File: src/rtl/gpio_irq_pkg.sv
package gpio_irq_pkg;
   // Kind of access a bus write makes to one aliased enable register
   typedef enum logic [1:0] {
      ACC_NONE = 2'd0,
      ACC_SET  = 2'd1,
      ACC_CLR  = 2'd2
   } alias_acc_e;
endpackage

File: src/rtl/gpio_sync.sv
module gpio_sync #(
   parameter int N_IN   = 3,
   parameter int STAGES = 2
) (
   input  logic            clk,
   input  logic            rst_n,
   input  logic [N_IN-1:0] d,
   output logic [N_IN-1:0] q,
   output logic [N_IN-1:0] q_prev
);
   localparam int DEPTH = STAGES + 1;

   logic [N_IN-1:0] chain [DEPTH];

   // During reset every stage tracks the live level, so release shows no edge
   always_ff @(posedge clk) begin
      if (!rst_n) begin
         for (int i = 0; i < DEPTH; i++) chain[i] <= d;
      end else begin
         chain[0] <= d;
         for (int i = 1; i < DEPTH; i++) chain[i] <= chain[i-1];
      end
   end

   assign q      = chain[STAGES-1];
   assign q_prev = chain[STAGES];
endmodule

File: src/rtl/gpio_edge_detect.sv
module gpio_edge_detect #(
   parameter int N_IN  = 3,
   parameter int REG_W = 8
) (
   input  logic [N_IN-1:0]  cur,
   input  logic [N_IN-1:0]  prev,
   input  logic [N_IN-1:0]  fall_en,
   input  logic [N_IN-1:0]  rise_en,
   output logic [REG_W-1:0] hit
);
   genvar b;
   generate
      for (b = 0; b < REG_W; b++) begin : g_bit
         if (b < N_IN) begin : g_live
            assign hit[b] = (prev[b] & ~cur[b] & fall_en[b]) |
                            (~prev[b] & cur[b] & rise_en[b]);
         end else begin : g_none
            assign hit[b] = 1'b0;
         end
      end
   endgenerate
endmodule

File: src/rtl/gpio_alias_mask.sv
module gpio_alias_mask
   import gpio_irq_pkg::*;
#(
   parameter int          REG_W    = 8,
   parameter int          ADDR_W   = 8,
   parameter logic [7:0]  SET_ADDR = 8'h1C,
   parameter logic [7:0]  CLR_ADDR = 8'h1D
) (
   input  logic              clk,
   input  logic              rst_n,
   input  logic [ADDR_W-1:0] addr,
   input  logic              we,
   input  logic [REG_W-1:0]  wdata,
   output logic [REG_W-1:0]  mask
);
   alias_acc_e acc;

   always_comb begin
      acc = ACC_NONE;
      if (we && addr == ADDR_W'(SET_ADDR)) acc = ACC_SET;
      else if (we && addr == ADDR_W'(CLR_ADDR)) acc = ACC_CLR;
   end

   always_ff @(posedge clk) begin
      if (!rst_n) mask <= '0;
      else begin
         case (acc)
            ACC_SET: mask <= mask | wdata;
            ACC_CLR: mask <= mask & ~wdata;
            default: mask <= mask;
         endcase
      end
   end

   AST_SET_KEEPS_BITS: assert property (@(posedge clk) disable iff (!rst_n)
      (acc == ACC_SET) |=> ((mask & $past(mask)) == $past(mask)
                            && (mask & $past(wdata)) == $past(wdata)))
      else $error("set alias lost or missed a bit");
   AST_CLR_NO_RAISE: assert property (@(posedge clk) disable iff (!rst_n)
      (acc == ACC_CLR) |=> ((mask & ~$past(mask)) == '0
                            && (mask & $past(wdata)) == '0))
      else $error("clear alias raised or kept a bit");
   AST_MASK_HOLD: assert property (@(posedge clk) disable iff (!rst_n)
      (acc == ACC_NONE) |=> $stable(mask))
      else $error("enable register moved without an alias write");
endmodule

File: src/rtl/gpio_pend_flags.sv
module gpio_pend_flags #(
   parameter int REG_W = 8
) (
   input  logic             clk,
   input  logic             rst_n,
   input  logic [REG_W-1:0] hit,
   input  logic             clr_we,
   input  logic [REG_W-1:0] clr_data,
   output logic [REG_W-1:0] pend
);
   logic [REG_W-1:0] clr_vec;

   assign clr_vec = clr_we ? clr_data : '0;

   // A fresh hit wins over a clear in the same cycle
   always_ff @(posedge clk) begin
      if (!rst_n) pend <= '0;
      else        pend <= (pend & ~clr_vec) | hit;
   end

   AST_PEND_STICKY: assert property (@(posedge clk) disable iff (!rst_n)
      !clr_we |=> ((pend & $past(pend)) == $past(pend)))
      else $error("pending flag dropped without a clear");
   AST_PEND_CAUSE: assert property (@(posedge clk) disable iff (!rst_n)
      ((pend & ~$past(pend)) != '0) |-> ((pend & ~$past(pend) & ~$past(hit)) == '0))
      else $error("pending flag rose without an enabled edge");
   AST_CLR_WINS_UNLESS_HIT: assert property (@(posedge clk) disable iff (!rst_n)
      clr_we |=> ((pend & $past(clr_data) & ~$past(hit)) == '0))
      else $error("status clear failed");
   AST_HIT_WINS: assert property (@(posedge clk) disable iff (!rst_n)
      (hit != '0) |=> ((pend & $past(hit)) == $past(hit)))
      else $error("edge lost against clear");
endmodule

File: src/rtl/gpio_edge_irq.sv
module gpio_edge_irq #(
   parameter int         N_IN        = 3,
   parameter int         REG_W       = 8,
   parameter int         ADDR_W      = 8,
   parameter int         SYNC_STAGES = 2,
   parameter logic [7:0] FALL_SET    = 8'h1C,
   parameter logic [7:0] FALL_CLR    = 8'h1D,
   parameter logic [7:0] RISE_SET    = 8'h1E,
   parameter logic [7:0] RISE_CLR    = 8'h1F,
   parameter logic [7:0] STAT_ADDR   = 8'h20
) (
   input  logic              clk,
   input  logic              rst_n,
   input  logic [ADDR_W-1:0] bus_addr,
   input  logic [REG_W-1:0]  bus_wdata,
   input  logic              bus_we,
   output logic [REG_W-1:0]  bus_rdata,
   input  logic [N_IN-1:0]   gpio_in,
   output logic              irq
);
   generate
      if (N_IN < 1 || N_IN > REG_W) begin : g_bad_width
         $error("N_IN must lie between 1 and REG_W");
      end
      if (SYNC_STAGES < 2) begin : g_bad_sync
         $error("SYNC_STAGES must be at least 2");
      end
   endgenerate

   logic [N_IN-1:0]  lvl, lvl_prev;
   logic [REG_W-1:0] fall_mask, rise_mask, hit, pend;
   logic             stat_we;

   gpio_sync #(.N_IN(N_IN), .STAGES(SYNC_STAGES)) u_sync (
      .clk(clk), .rst_n(rst_n), .d(gpio_in), .q(lvl), .q_prev(lvl_prev));

   gpio_alias_mask #(.REG_W(REG_W), .ADDR_W(ADDR_W),
                     .SET_ADDR(FALL_SET), .CLR_ADDR(FALL_CLR)) u_fall (
      .clk(clk), .rst_n(rst_n), .addr(bus_addr), .we(bus_we),
      .wdata(bus_wdata), .mask(fall_mask));

   gpio_alias_mask #(.REG_W(REG_W), .ADDR_W(ADDR_W),
                     .SET_ADDR(RISE_SET), .CLR_ADDR(RISE_CLR)) u_rise (
      .clk(clk), .rst_n(rst_n), .addr(bus_addr), .we(bus_we),
      .wdata(bus_wdata), .mask(rise_mask));

   gpio_edge_detect #(.N_IN(N_IN), .REG_W(REG_W)) u_edge (
      .cur(lvl), .prev(lvl_prev),
      .fall_en(fall_mask[N_IN-1:0]), .rise_en(rise_mask[N_IN-1:0]),
      .hit(hit));

   assign stat_we = bus_we && (bus_addr == ADDR_W'(STAT_ADDR));

   gpio_pend_flags #(.REG_W(REG_W)) u_pend (
      .clk(clk), .rst_n(rst_n), .hit(hit),
      .clr_we(stat_we), .clr_data(bus_wdata), .pend(pend));

   always_comb begin
      if (bus_addr == ADDR_W'(FALL_SET) || bus_addr == ADDR_W'(FALL_CLR))
         bus_rdata = fall_mask;
      else if (bus_addr == ADDR_W'(RISE_SET) || bus_addr == ADDR_W'(RISE_CLR))
         bus_rdata = rise_mask;
      else if (bus_addr == ADDR_W'(STAT_ADDR))
         bus_rdata = pend;
      else
         bus_rdata = '0;
   end

   assign irq = |pend;

   AST_IRQ_HOLD: assert property (@(posedge clk) disable iff (!rst_n)
      (irq && !stat_we) |=> irq)
      else $error("interrupt dropped without a status clear");
   AST_NO_EDGE_AT_RELEASE: assert property (@(posedge clk)
      $rose(rst_n) |-> (hit == '0))
      else $error("edge seen at reset release");
endmodule

File: config.mk
export PLATFORM = sky130hd
export DESIGN_NAME = gpio_edge_irq
export DESIGN_NICKNAME = d
export VERILOG_FILES = /design/src/rtl/gpio_irq_pkg.sv /design/src/rtl/gpio_sync.sv /design/src/rtl/gpio_edge_detect.sv /design/src/rtl/gpio_alias_mask.sv /design/src/rtl/gpio_pend_flags.sv /design/src/rtl/gpio_edge_irq.sv
export SDC_FILE = /design/constraint.sdc
export NUM_CORES = 1
export LEC_CHECK = 0
export ABC_AREA = 1
export BUFFER_PORTS_ARGS = -buffer_cell sky130_fd_sc_hd__buf_2
export CAP_MARGIN = 20
export CORE_ASPECT_RATIO = 0.9
export CORE_MARGIN = 2
export CORE_UTILIZATION = 59
export CTS_BUF_LIST = sky130_fd_sc_hd__clkbuf_4
export CTS_CLUSTER_DIAMETER = 200
export CTS_CLUSTER_SIZE = 24
export DETAILED_ROUTE_END_ITERATION = 8
export PLACE_DENSITY_LB_ADDON = 0.15
export SLEW_MARGIN = 10
export SYNTH_ARGS = -nofsm -noshare
export SYNTH_HDL_FRONTEND = slang
export SYNTH_HIERARCHICAL = 1
export SYNTH_SLANG_ARGS = --single-unit
File: constraint.sdc
create_clock -name clk -period 1.5 [get_ports clk]
set_clock_uncertainty 0.1 [all_clocks]
set_input_delay 0.225 -clock clk [delete_from_list [all_inputs] [get_ports clk]]
set_output_delay 0.225 -clock clk [all_outputs]
set_load 0.01 [all_outputs]
==> results.yml <==
route:
  post_drt_via_cell_ratio: 5.23
  initialDrtViolationCount: 205
  drc: 0
  wl_per_cell_um: 12.3
  vias: 2036
  routed_wl_um: 4790
  dr.pass1.iters: 5
  drtAntennaViolNets: 0
timing:
  drv_slew: 0
  period_minus_slack_ns: 1.39
  tns_ns: 0
  worst_slack_ns: 0.109
  fmax_ghz: 0.719
  setup_viol: 0
  period_share: 0.927
  hold_violations: 0
  rsz0062_at_grt: "false"
  fin_hold_ws_ns: 0.0918
finish:
  final_common_cell: "nand2_1"
  fin_util: 0.681
  drive_above_1_share: 0.206
  mostFrequentLayoutCells: "74 x nand2_1, 63 x inv_1, 38 x nand3_1"
  layout.nets: 366
  fin_area_mm2: 0.00227
  syn2layout_area_growth_pct: 11.6
  stdcell_count: 389
  n_antenna_cell: 0
critical_path:
  start_kind: "flop"
  path_class: "flop to output port"
  worst_path_most_repeated_cell: "nand3_1"
  cp_top_family: "flip-flops"
  cp_num_buf_inv: 1
  cp.required_ns: 1.17
  worstRegToRegCells: 4
  crit_arrival_ns: 1.07
  path_depth: 3
  crit_path_cell_trace: "nand3_1 -> nand3_1 -> buf_2"
  end_kind: "output port"
  slowest_delay_ns: 0.41
  critPathSlowestCell: "dfxtp_1"
  cp_max_fo: 3
min_path:
  min_path_cells: 3
  hp-class: "input port to flop"
  hold_start: "rst_n"
flow_run:
  drv_cap: 0
yosys:
  syn_avg_cell_area_um2: 6.55
  synth-compound-area-share: 0.0197
  syn_inst: 310
  synth_cell_types: 19
  synth_xor_area_frac: 0
  synth_top_family_by_area: "simple AND/OR/NAND/NOR gates"
  ys_warn_count: 6
  synthSimpleGateAreaFrac: 0.453
  muxShareOfSynthArea: 0
  ys_seq_elements: 33
  yosysSeqAreaShare: 0.325
  synthAdderAreaFrac: 0
  syn_area_mm2: 0.00203
floorplan:
  rows: 20
  ios: 31
  initial_core_util: 0.610
  die_h_um: 59.7
  die_w_um: 65.8
  die_area_mm2: 0.00393
  coreArea_mm2: 0.00333
power:
  peakVddDrop_mv: 0.460
  powerDensity_mw_per_mm2: 747
  p_leak_nw: 1.13
  total_power_mw: 1.69
global_routing:
  grt_pass1_wl_um: 7850
  overflow: 0
  track_usage: 0.267
  grt_max_degree: 17
  antenna_found_initial: 0
  first_global_vias: 1764
place:
  placed_area_mm2: 0.00217
  place_ws_ns: 0.0608
  gp_congestion: 0.799
  dp.cells: 378
  io_buffer_count: 30
  dp_hpwl_um: 3430
cts:
  h-tree-depth: 2
  cts_made_buffers: 5
  clk_path_buf_depth: 2
  cts_tree: "yes"
  clk_latency_ns: 0.34
  clk_pin_slew_ns: 0.10
  post-cts-setup-buffers: 0
  cts_sinks: 33
  clockRootBuffer: "clkbuf_4"
run_status:
  status: "complete, no violations"
area by class of cell:
cell class / instances / area [um2]
tap: 44 / 55.1
sequential: 33 / 661
fill: 312 / 1060
timing repair buffer: 42 / 264
multi-input combinational: 196 / 978
inverter: 66 / 248
clock buffer: 8 / 60.1
worst min-delay path: cells and delay by family:
| family | cells | cell delay (ns) |
|---|---|---|
| buffers and inverters | 1 | 0.16 |
| and+or+nand+nor | 2 | 0.11 |
where the power goes:
| group | switching [mW] | internal [mW] | total, mW |
|---|---|---|---|
| logic | 0.152 | 0.0798 | 0.232 |
| clock network | 0.295 | 0.241 | 0.536 |
| registers | 0.0194 | 0.904 | 0.923 |
path summary, 6_finish.rpt:
path                   endpoint  slack (ns)
max                bus_rdata[2]        0.11
min          u_sync/chain[0][8]        0.09
max reg2reg      u_pend/pend[1]        0.60
min reg2reg  u_sync/chain[0][3]        0.33
repair_timing:
action | CTS | global route
resized for setup | 0 | 1
hold endpoints to repair | 5 | 0
setup endpoints to repair | 0 | 1
hold buffers | 3 | 0
cells in the mapped netlist:
cell type	count	area (um2)
nand2_1	74	278
dfxtp_1	33	661
nand3_1	38	190
nand4_1	31	194
nand2_2	3	18.8
buf_6	4	45.0
conb_1	1	3.75
clkbuf_8	1	13.8
nand2_4	2	22.5
buf_2	2	10.0
inv_2	3	11.3
nor2_4	6	67.6
buf_4	12	90.1
inv_1	63	236
a21oi_1	8	40.0
and3_1	1	6.26
nor2_1	18	67.6
nor2_2	8	50.1
nand4_2	2	25.0
layer usage:
layer	up-vias	routed length [um]	global-route usage
met2	97	2060	0.407
met5	-	0	0
met4	0	93	0.119
met3	10	412	0.0508
met1	906	2220	0.369
li1	1023	-	-
cell families after synthesis:
logic type | after synthesis
buffers and inverters | 85
other | 1
and+or+nand+nor | 183
DFF | 33
AOI/OAI and AO/OA | 8
(Power assumes the default switching activity.)
